File: src/rtl/uart_csr_pkg.sv
package uart_csr_pkg;

    localparam int REG_W  = 32;
    localparam int ADDR_W = 8;

    // register offsets
    localparam logic [ADDR_W-1:0] OFS_MODE = 8'h00;
    localparam logic [ADDR_W-1:0] OFS_FMT  = 8'h04;
    localparam logic [ADDR_W-1:0] OFS_CMD  = 8'h0C;
    localparam logic [ADDR_W-1:0] OFS_STAT = 8'h10;
    localparam logic [ADDR_W-1:0] OFS_DIV  = 8'h14;
    localparam logic [ADDR_W-1:0] OFS_RXD  = 8'h18;
    localparam logic [ADDR_W-1:0] OFS_TXD  = 8'h34;
    localparam logic [ADDR_W-1:0] OFS_FLG  = 8'h40;
    localparam logic [ADDR_W-1:0] OFS_FSET = 8'h44;
    localparam logic [ADDR_W-1:0] OFS_FCLR = 8'h48;
    localparam logic [ADDR_W-1:0] OFS_FMSK = 8'h4C;
    localparam logic [ADDR_W-1:0] OFS_PIN  = 8'h54;

    // mode word bits
    localparam int MODE_SYNC = 0;
    localparam int MODE_HALF = 12;

    // command strobe bits
    localparam int CMD_RX_ON  = 0;
    localparam int CMD_RX_OFF = 1;
    localparam int CMD_TX_ON  = 2;
    localparam int CMD_TX_OFF = 3;

    // status bits
    localparam int ST_RXEN = 0;
    localparam int ST_TXEN = 1;
    localparam int ST_IDLE = 5;
    localparam int ST_LVL  = 6;
    localparam int ST_RXAV = 7;

    // flag bits
    localparam int FLAG_W   = 5;
    localparam int FL_TXDN  = 0;
    localparam int FL_TXLVL = 1;
    localparam int FL_RXAV  = 2;
    localparam int FL_RXOVF = 4;
    localparam logic [FLAG_W-1:0] FLAG_STICKY = 5'b10101;
    localparam logic [FLAG_W-1:0] FLAG_LIVE   = 5'b00010;

    // field geometry
    localparam int FMT_BITS_LSB = 0;
    localparam int FMT_BITS_W   = 4;
    localparam int FMT_PAR_LSB  = 8;
    localparam int FMT_PAR_W    = 2;
    localparam int FMT_STOP_LSB = 12;
    localparam int FMT_STOP_W   = 2;
    localparam int DIV_LSB      = 6;
    localparam int DIV_W        = 15;
    localparam int PIN_RX       = 0;
    localparam int PIN_TX       = 1;
    localparam int PIN_LOC_LSB  = 8;
    localparam int PIN_LOC_W    = 3;
    localparam int TXB_W        = 9;
    localparam int RXW_W        = 16;

    localparam logic [REG_W-1:0] MODE_KEEP = (REG_W'(1) << MODE_SYNC) | (REG_W'(1) << MODE_HALF);
    localparam logic [REG_W-1:0] FMT_KEEP  =
        (((REG_W'(1) << FMT_BITS_W) - 1) << FMT_BITS_LSB) |
        (((REG_W'(1) << FMT_PAR_W)  - 1) << FMT_PAR_LSB)  |
        (((REG_W'(1) << FMT_STOP_W) - 1) << FMT_STOP_LSB);
    localparam logic [REG_W-1:0] DIV_KEEP  = ((REG_W'(1) << DIV_W) - 1) << DIV_LSB;
    localparam logic [REG_W-1:0] PIN_KEEP  =
        (REG_W'(1) << PIN_RX) | (REG_W'(1) << PIN_TX) |
        (((REG_W'(1) << PIN_LOC_W) - 1) << PIN_LOC_LSB);

    // configuration register table, entry 0 in the low slice
    localparam int NCFG     = 4;
    localparam int CFG_MODE = 0;
    localparam int CFG_FMT  = 1;
    localparam int CFG_DIV  = 2;
    localparam int CFG_PIN  = 3;
    localparam logic [NCFG*ADDR_W-1:0] CFG_OFS_PK  = {OFS_PIN, OFS_DIV, OFS_FMT, OFS_MODE};
    localparam logic [NCFG*REG_W-1:0]  CFG_KEEP_PK = {PIN_KEEP, DIV_KEEP, FMT_KEEP, MODE_KEEP};

    typedef enum logic [0:0] {
        EN_OFF = 1'b0,
        EN_ON  = 1'b1
    } en_state_e;

endpackage

File: src/rtl/uart_mreg.sv
module uart_mreg #(
    parameter int             W    = 32,
    parameter logic [W-1:0]   KEEP = '1
) (
    input  logic         clk,
    input  logic         rst_n,
    input  logic         we,
    input  logic [W-1:0] wdata,
    output logic [W-1:0] q
);

    always_ff @(posedge clk or negedge rst_n) begin
        if (!rst_n) begin
            q <= '0;
        end else if (we) begin
            q <= wdata & KEEP;
        end
    end

endmodule

File: src/rtl/uart_en_fsm.sv
module uart_en_fsm
    import uart_csr_pkg::*;
(
    input  logic clk,
    input  logic rst_n,
    input  logic on_req,
    input  logic off_req,
    output logic active
);

    en_state_e st_q, st_d;

    always_ff @(posedge clk or negedge rst_n) begin
        if (!rst_n) begin
            st_q <= EN_OFF;
        end else begin
            st_q <= st_d;
        end
    end

    // stop has priority over start
    always_comb begin
        st_d = st_q;
        unique case (st_q)
            EN_OFF: if (on_req && !off_req) st_d = EN_ON;
            EN_ON:  if (off_req)            st_d = EN_OFF;
        endcase
    end

    always_comb begin
        unique case (st_q)
            EN_OFF: active = 1'b0;
            EN_ON:  active = 1'b1;
        endcase
    end

endmodule

File: src/rtl/uart_flag_bank.sv
module uart_flag_bank #(
    parameter int           W      = 5,
    parameter logic [W-1:0] STICKY = '0,
    parameter logic [W-1:0] LIVE   = '0
) (
    input  logic         clk,
    input  logic         rst_n,
    input  logic         set_we,
    input  logic         clr_we,
    input  logic         mask_we,
    input  logic [W-1:0] wdata,
    input  logic [W-1:0] evt,
    input  logic [W-1:0] live,
    output logic [W-1:0] flags,
    output logic [W-1:0] mask,
    output logic         irq
);

    logic [W-1:0] sticky_q;

    for (genvar i = 0; i < W; i++) begin : g_bit
        // set sources (event or set-write) beat the clear-write
        always_ff @(posedge clk or negedge rst_n) begin
            if (!rst_n) begin
                sticky_q[i] <= 1'b0;
            end else if (STICKY[i]) begin
                if (evt[i] || (set_we && wdata[i])) begin
                    sticky_q[i] <= 1'b1;
                end else if (clr_we && wdata[i]) begin
                    sticky_q[i] <= 1'b0;
                end
            end
        end

        assign flags[i] = LIVE[i]   ? live[i] :
                          STICKY[i] ? sticky_q[i] : 1'b0;
    end

    uart_mreg #(
        .W    (W),
        .KEEP (STICKY | LIVE)
    ) u_mask (
        .clk   (clk),
        .rst_n (rst_n),
        .we    (mask_we),
        .wdata (wdata),
        .q     (mask)
    );

    assign irq = |(flags & mask);

endmodule

File: src/rtl/uart_csr_block.sv
module uart_csr_block
    import uart_csr_pkg::*;
(
    input  logic              clk,
    input  logic              rst_n,
    input  logic              bus_wr,
    input  logic              bus_rd,
    input  logic [ADDR_W-1:0] bus_addr,
    input  logic [REG_W-1:0]  bus_wdata,
    output logic [REG_W-1:0]  bus_rdata,
    input  logic              tx_idle_i,
    input  logic              tx_empty_i,
    input  logic              tx_half_i,
    input  logic              rx_avail_i,
    input  logic              tx_done_evt,
    input  logic              rx_got_evt,
    input  logic              rx_ovf_evt,
    input  logic [RXW_W-1:0]  rx_word,
    output logic              rx_en,
    output logic              tx_en,
    output logic              sync_mode,
    output logic [FMT_BITS_W-1:0] frm_bits,
    output logic [FMT_PAR_W-1:0]  frm_par,
    output logic [FMT_STOP_W-1:0] frm_stop,
    output logic [DIV_W-1:0]      baud_div,
    output logic              pin_rx_en,
    output logic              pin_tx_en,
    output logic [PIN_LOC_W-1:0]  pin_loc,
    output logic              tx_push,
    output logic [TXB_W-1:0]  tx_byte,
    output logic              rx_pop,
    output logic              irq
);

    logic [REG_W-1:0]  cfg_q [NCFG];
    logic              cmd_wr;
    logic              txlvl;
    logic [FLAG_W-1:0] flag_vec;
    logic [FLAG_W-1:0] mask_vec;
    logic [FLAG_W-1:0] evt_vec;
    logic [FLAG_W-1:0] live_vec;
    logic [REG_W-1:0]  stat_word;

    // configuration registers
    for (genvar g = 0; g < NCFG; g++) begin : g_cfg
        uart_mreg #(
            .W    (REG_W),
            .KEEP (CFG_KEEP_PK[g*REG_W +: REG_W])
        ) u_reg (
            .clk   (clk),
            .rst_n (rst_n),
            .we    (bus_wr && (bus_addr == CFG_OFS_PK[g*ADDR_W +: ADDR_W])),
            .wdata (bus_wdata),
            .q     (cfg_q[g])
        );
    end

    assign sync_mode = cfg_q[CFG_MODE][MODE_SYNC];
    assign frm_bits  = cfg_q[CFG_FMT][FMT_BITS_LSB +: FMT_BITS_W];
    assign frm_par   = cfg_q[CFG_FMT][FMT_PAR_LSB  +: FMT_PAR_W];
    assign frm_stop  = cfg_q[CFG_FMT][FMT_STOP_LSB +: FMT_STOP_W];
    assign baud_div  = cfg_q[CFG_DIV][DIV_LSB +: DIV_W];
    assign pin_rx_en = cfg_q[CFG_PIN][PIN_RX];
    assign pin_tx_en = cfg_q[CFG_PIN][PIN_TX];
    assign pin_loc   = cfg_q[CFG_PIN][PIN_LOC_LSB +: PIN_LOC_W];

    // command decode into per-direction enable machines
    assign cmd_wr = bus_wr && (bus_addr == OFS_CMD);

    uart_en_fsm u_rx_fsm (
        .clk     (clk),
        .rst_n   (rst_n),
        .on_req  (cmd_wr && bus_wdata[CMD_RX_ON]),
        .off_req (cmd_wr && bus_wdata[CMD_RX_OFF]),
        .active  (rx_en)
    );

    uart_en_fsm u_tx_fsm (
        .clk     (clk),
        .rst_n   (rst_n),
        .on_req  (cmd_wr && bus_wdata[CMD_TX_ON]),
        .off_req (cmd_wr && bus_wdata[CMD_TX_OFF]),
        .active  (tx_en)
    );

    // transmit buffer level: half-empty or empty
    assign txlvl = cfg_q[CFG_MODE][MODE_HALF] ? tx_half_i : tx_empty_i;

    always_comb begin
        stat_word          = '0;
        stat_word[ST_RXEN] = rx_en;
        stat_word[ST_TXEN] = tx_en;
        stat_word[ST_IDLE] = tx_idle_i;
        stat_word[ST_LVL]  = txlvl;
        stat_word[ST_RXAV] = rx_avail_i;
    end

    // interrupt flags
    always_comb begin
        evt_vec            = '0;
        evt_vec[FL_TXDN]   = tx_done_evt;
        evt_vec[FL_RXAV]   = rx_got_evt;
        evt_vec[FL_RXOVF]  = rx_ovf_evt;
        live_vec           = '0;
        live_vec[FL_TXLVL] = txlvl;
    end

    uart_flag_bank #(
        .W      (FLAG_W),
        .STICKY (FLAG_STICKY),
        .LIVE   (FLAG_LIVE)
    ) u_flags (
        .clk     (clk),
        .rst_n   (rst_n),
        .set_we  (bus_wr && (bus_addr == OFS_FSET)),
        .clr_we  (bus_wr && (bus_addr == OFS_FCLR)),
        .mask_we (bus_wr && (bus_addr == OFS_FMSK)),
        .wdata   (bus_wdata[FLAG_W-1:0]),
        .evt     (evt_vec),
        .live    (live_vec),
        .flags   (flag_vec),
        .mask    (mask_vec),
        .irq     (irq)
    );

    // data path strobes
    assign tx_push = bus_wr && (bus_addr == OFS_TXD);
    assign tx_byte = bus_wdata[TXB_W-1:0];
    assign rx_pop  = bus_rd && (bus_addr == OFS_RXD);

    // read mux
    always_comb begin
        bus_rdata = '0;
        case (bus_addr)
            OFS_MODE: bus_rdata = cfg_q[CFG_MODE];
            OFS_FMT:  bus_rdata = cfg_q[CFG_FMT];
            OFS_DIV:  bus_rdata = cfg_q[CFG_DIV];
            OFS_PIN:  bus_rdata = cfg_q[CFG_PIN];
            OFS_STAT: bus_rdata = stat_word;
            OFS_FLG:  bus_rdata = REG_W'(flag_vec);
            OFS_FMSK: bus_rdata = REG_W'(mask_vec);
            OFS_RXD:  bus_rdata = REG_W'(rx_word);
            default:  bus_rdata = '0;
        endcase
    end

endmodule

File: config.mk
export PLATFORM = sky130hd
export DESIGN_NAME = uart_csr_block
export DESIGN_NICKNAME = d
export VERILOG_FILES = /design/src/rtl/uart_csr_pkg.sv /design/src/rtl/uart_mreg.sv /design/src/rtl/uart_en_fsm.sv /design/src/rtl/uart_flag_bank.sv /design/src/rtl/uart_csr_block.sv
export SDC_FILE = /design/constraint.sdc
export NUM_CORES = 1
export LEC_CHECK = 0
export ABC_AREA = 1
export ABC_CLOCK_PERIOD_IN_PS = 1450
export BUFFER_PORTS_ARGS = -buffer_cell sky130_fd_sc_hd__buf_2
export CAP_MARGIN = 20
export CORE_MARGIN = 2
export CORE_UTILIZATION = 45
export CTS_CLUSTER_SIZE = 28
export DETAILED_ROUTE_END_ITERATION = 12
export PLACE_DENSITY = 0.8
export SYNTH_ARGS = -nofsm -noshare
export SYNTH_HDL_FRONTEND = slang
export SYNTH_SLANG_ARGS = --single-unit
File: constraint.sdc
create_clock -name clk -period 1.45 [get_ports clk]
set_input_delay 0.29 -clock clk [delete_from_list [all_inputs] [get_ports clk]]
set_output_delay 0.29 -clock clk [all_outputs]
set_load 0.02 [all_outputs]
# After elaboration in Yosys (flattened, before gate mapping)

Cells that the tools add are included.
W data, S select, Z words.

Input bits: 67
Output and inout port bits: 75
Flip-flop bits (word level): 39

Multiplexer cells: 16
Bitwise operators: 3
Reductions and logical operators: 32
Equality and inequality tests: 11

Operator list:

| cell                 | count |
|---|---|
| $pmux W21 S8         | 1 |
| $eq A8 B7 Y1 const B | 5 |
| $eq A8 B5 Y1 const B | 3 |
| $logic_and A1 B1 Y1  | 22 |
| $mux W1              | 11 |
| $eq A8 B3 Y1 const B | 1 |
| $eq A8 B4 Y1 const B | 1 |
| $eq A8 B6 Y1 const B | 1 |
| $logic_not A8 Y1     | 1 |
| $pmux W1 S2          | 4 |
| $reduce_bool A2 Y1   | 3 |
| $and A5 B5 Y5        | 1 |
| $reduce_or A5 Y1     | 1 |
| $logic_or A1 B1 Y1   | 3 |
| $logic_not A1 Y1     | 2 |
| $not A1 Y1           | 2 |

# Depth between registers and ports, before layout

Depth after elaboration: 7
Depth in mapped cells: 8
Depth with buffers taken out: 8

# Modules after synthesis

A second synthesis with hierarchy kept.

Cell total of the unflattened synthesis: 649
Area total of the unflattened synthesis: 4,005.1 µm²

By module, submodules not included:

| module                      | sequential area each (µm²) | instances | area each (µm²) | cells an instance |
|---|---|---|---|---|
| uart_csr_block              | 0.0                        | 1         | 1,677.9         | 367 |
| uart_mreg at g_cfg[2].u_reg | 375.4                      | 1         | 739.5           | 82 |
| uart_mreg at g_cfg[1].u_reg | 200.2                      | 1         | 489.2           | 59 |
| uart_mreg at g_cfg[3].u_reg | 125.1                      | 1         | 391.6           | 49 |
| uart_mreg at g_cfg[0].u_reg | 50.0                       | 1         | 305.3           | 40 |
| uart_flag_bank              | 75.1                       | 1         | 176.4           | 27 |
| uart_mreg at u_flags.u_mask | 100.1                      | 1         | 160.2           | 19 |
| uart_en_fsm                 | 25.0                       | 2         | 32.5            | 3 |

# Worst setup path before layout

No wires, ideal clock.

Path type: input-to-output
Start point: input port bus_addr[5]
End point: output port bus_rdata[10]
Cell stages on the path: 5
Path buffers: 0
Setup slack: -0.046 ns
Data arrival time: 1.206 ns
Cell sequence: inv_1 > nand2_1 > nor2_1 > nand2_1 > o211ai_1

Longest elaborated chain between the ends: 2
Elaborated cells on any way between the ends: 9
Those cells by class: eq/ne (7); mux (1); reduce/logical (1)

RTL lines:

| element                              | line                  | source |
|---|---|---|
| start, declared                      | uart_csr_block.sv:8   | `input logic [ADDR_W-1:0] bus_addr,` |
| $eq A8 B5 Y1 (tied with other cells) | uart_csr_block.sv:134 | `case (bus_addr)` |
| $pmux W21 S8 (*)                     | uart_csr_block.sv:134 |  |
| end, declared                        | uart_csr_block.sv:10  | `output logic [REG_W-1:0] bus_rdata,` |

Every way passes the cells marked *; elsewhere a longest branch is shown, timed or not.

# Worst setup path after layout

Start point: input port bus_addr[1]
End point: output port bus_rdata[12]

The elaborated chain is that of the path after synthesis.

==> results.toml <==
[sta]
maxSlewViolCount = 0
finalHoldViolCount = 0
layout_min_cycle_time_ns = 1.66
fin_tns_setup_ns = -3.34
grt_setup_unrepaired = "yes"
clock_skew_ns = 0
setup_viol = 23
setup_slack_ns = -0.210
timing.final.crit_share_pct = 115
fmax_mhz = 602

[power]
p_seq_share_pct = 47.9
leakagePower_uw = 0.00209
power.internal_uw = 1680
vdd_ir_drop_max_mv = 0.511
p_comb_share_pct = 21.8
power_density_nw_per_um2 = 644
p_clk_share_pct = 30.3
total_power_uw = 2460
netSwitchingPower_uw = 779
switching_share_pct = 31.7

[die]
die_x_um = 80.5
design.die.area_um2 = 6470
start_util_pct = 47.2
rows = 27
ios = 142
die_height_um = 80.5
coreArea_um2 = 5570

[critical_path]
cpPeakStageDelay_ns = 0.17
start_kind = "primary input"
r2r_start = "g_cfg[0].u_reg.q[12]$_DFFE_PN0P_"
slowest_stage = "nor2_4"
crit_buf_inv = 4
cp-end-kind = "primary output"
worstPathArrival_ns = 1.37
worstPathCellList = "buf_8 -> nor2_4 -> buf_6 -> nand2_8 -> nor2_4 -> buf_6 -> nand2_2 -> nand4_1 -> buf_4"
crit_type = "in2out"
worstReg2RegEnd = "g_cfg[0].u_reg.q[12]$_DFFE_PN0P_"
r2r_slack_ns = 0.62
critPathTopFamily = "buffers and inverters"
path_max_fanout = 5
cp.required_ns = 1.16
r2r_cells = 3

[place]
dp.final_hpwl_um = 5320
numPortBuffers = 117
gp_congestion = 0.861

[drt]
wl_met3_um = 493
drt_first_pass_iters = 5
via_count = 2696
vias_per_cell = 4.89
met2_length_um = 3940
post_drt_wl_per_cell_um = 13.8
routed.top_layer = "met4"
wl_met1_um = 3000
drc_errors = 0
antenna_left = 0
drt_wl_total_um = 7600
drtIter0Drc = 73

[yosys]
seq_area_frac_synth_pct = 37.1
synth_ff_type = "dfrtp_1"
synth.cell_area_um2 = 2630
yosys_warnings = 0
synth_cell_types = 23
synth_top_area_share_pct = 37.1
synth-seq-cells = 39
synth_edf_count = 0
synth.area.top_cells = "dfrtp_1 (37%), nand2_1 (18%), buf_4 (13%)"
synth_cells = 361
synth_area_leader_cell = "dfrtp_1"
synthArstFlopShare_pct = 100
syn_avg_cell_area_um2 = 7.29

[hold_path]
min_path_type = "in2async"

[cts]
clock_latency_ns = 0.29
cts_root_buf = "clkbuf_8"
cts_buffer_depth = 2
cts_tree = "done"
cts-htree-levels = 2
clk_pin_slew_ns = 0.08
cts.sinks = 39
cts_buffers = 5

[global_routing]
overflow = 0
grt_pass1_vias = 2649
grt_max_degree = 40
grt_usage_pct = 23.8
grt_pass1_wl_um = 11800
antenna_found_initial = 0

[cells_and_area]
fill_cells = 471
drive_gt1_share_pct = 53.4
syn_to_final_growth_pct = 44.9
antennaDiodeCount = 0
layout.nets = 545

[run_status]
outcome = "finished with violations"
violations = "negative setup slack"

[run]
drv_cap = 0
-- stage by stage --
| stage | utilization (%) | setup slack, ns | instances | hold slack, ns | instance area (um2) |
|---|---|---|---|---|---|
| after floorplan | - | -0.0167 | 371 | -0.00559 | 2680 |
| after global placement | 57.2 | -0.213 | 538 | 0.371 | 3190 |
| after detailed placement | 57.2 | -0.242 | 538 | 0.377 | 3190 |
| after CTS | 66.3 | -0.201 | 549 | 0.0575 | 3690 |
| after global routing | 68.4 | -0.242 | 551 | 0.0728 | 3810 |
| final | 68.4 | -0.210 | 551 | 0.0378 | 3810 |
-- worst register-to-register path: cells and delay by family (launching register included) --
kind,cells,cell delay (ns)
flops,1,0.44
buf+inv,1,0.16
compound gates,1,0.06
simple gates,1,0.05
-- power by group through the flow --
stage                     sequential [uW]  clock (uW)  combinational, uW
final                                1180         744                536
after CTS                            1170         752                515
after detailed placement             1190           0                457
after global placement               1190           0                447
after global routing                 1180         820                579
after floorplan                      1200           0                314
-- synthesized netlist by cell type, types with 3 or more instances --
cell type / number
buf_4: 46
o21ai_0: 11
nor2_1: 31
buf_6: 3
nor2_2: 4
nor2_4: 3
a21oi_1: 5
nand2_4: 3
nand4_1: 4
dfrtp_1: 39
o21ai_2: 12
nand2_1: 124
a21oi_2: 5
buf_2: 3
inv_1: 31
nand3_1: 30
-- timing repair --
item | CTS | global route
endpoints found under the setup margin | 24 | 24
buffers inserted | 4 | 2
hold buffers | 0 | 0
resized for setup | 120 | 31
pin swaps | 26 | 18
-- worst max path at each step --
stage | from | to | slack, ns | cells after the start
after global routing | g_cfg[0].u_reg.q[12]$_DFFE_PN0P_ | bus_rdata[1] | -0.24 | 7
after global placement | bus_addr[7] | bus_rdata[16] | -0.21 | 8
final | bus_addr[1] | bus_rdata[12] | -0.21 | 9
after floorplan | bus_addr[5] | bus_rdata[10] | -0.02 | 5
after detailed placement | bus_addr[7] | bus_rdata[16] | -0.24 | 8
after CTS | g_cfg[0].u_reg.q[12]$_DFFE_PN0P_ | bus_rdata[1] | -0.20 | 7
-- cells in the final DEF (no fill, tap or decap), types with 10 or more instances in the layout --
cell type and n:
buf_6 27, nor2_4 18, o21ai_0 10, dfrtp_1 39
inv_1 27, buf_4 34, nor2_1 14, buf_2 87
nand2_2 34, nand2_1 88, conb_1 11, o21ai_2 12
nand3_1 22
-- registers in the layout, summed over array words and instances, names as in the netlist --
signal / flops
u_flags.u_mask.q: 4
u_tx_fsm.st_q: 1
g_cfg.u_reg.q: 30
u_flags.flags: 3
u_rx_fsm.st_q: 1
-- area by class of cell --
class | instances | area (um2) | area share, %
multi-input combinational | 247 | 1460 | 38.3
timing repair buffer | 152 | 1050 | 27.7
sequential | 39 | 976 | 25.6
inverter | 33 | 145 | 3.81
tap | 72 | 90.1 | 2.36
clock buffer | 6 | 72.6 | 1.90
clock inverter | 2 | 12.5 | 0.328
-- logic make-up (layout without fill, tap and decap cells) --
group	after synthesis	after routing	share of synthesized area, %
simple gates	202	202	33.5
buf+inv	85	193	20.2
flops	39	39	37.1
compound gates	34	34	8.99
other cells	1	11	0.143
-- layer usage --
metal	vias up	global-route usage (%)
met5	-	0
met4	0	7.46
met3	20	4.38
met2	114	44.5
met1	1253	27.0
li1	1309	-
(Power assumes the default switching activity.)
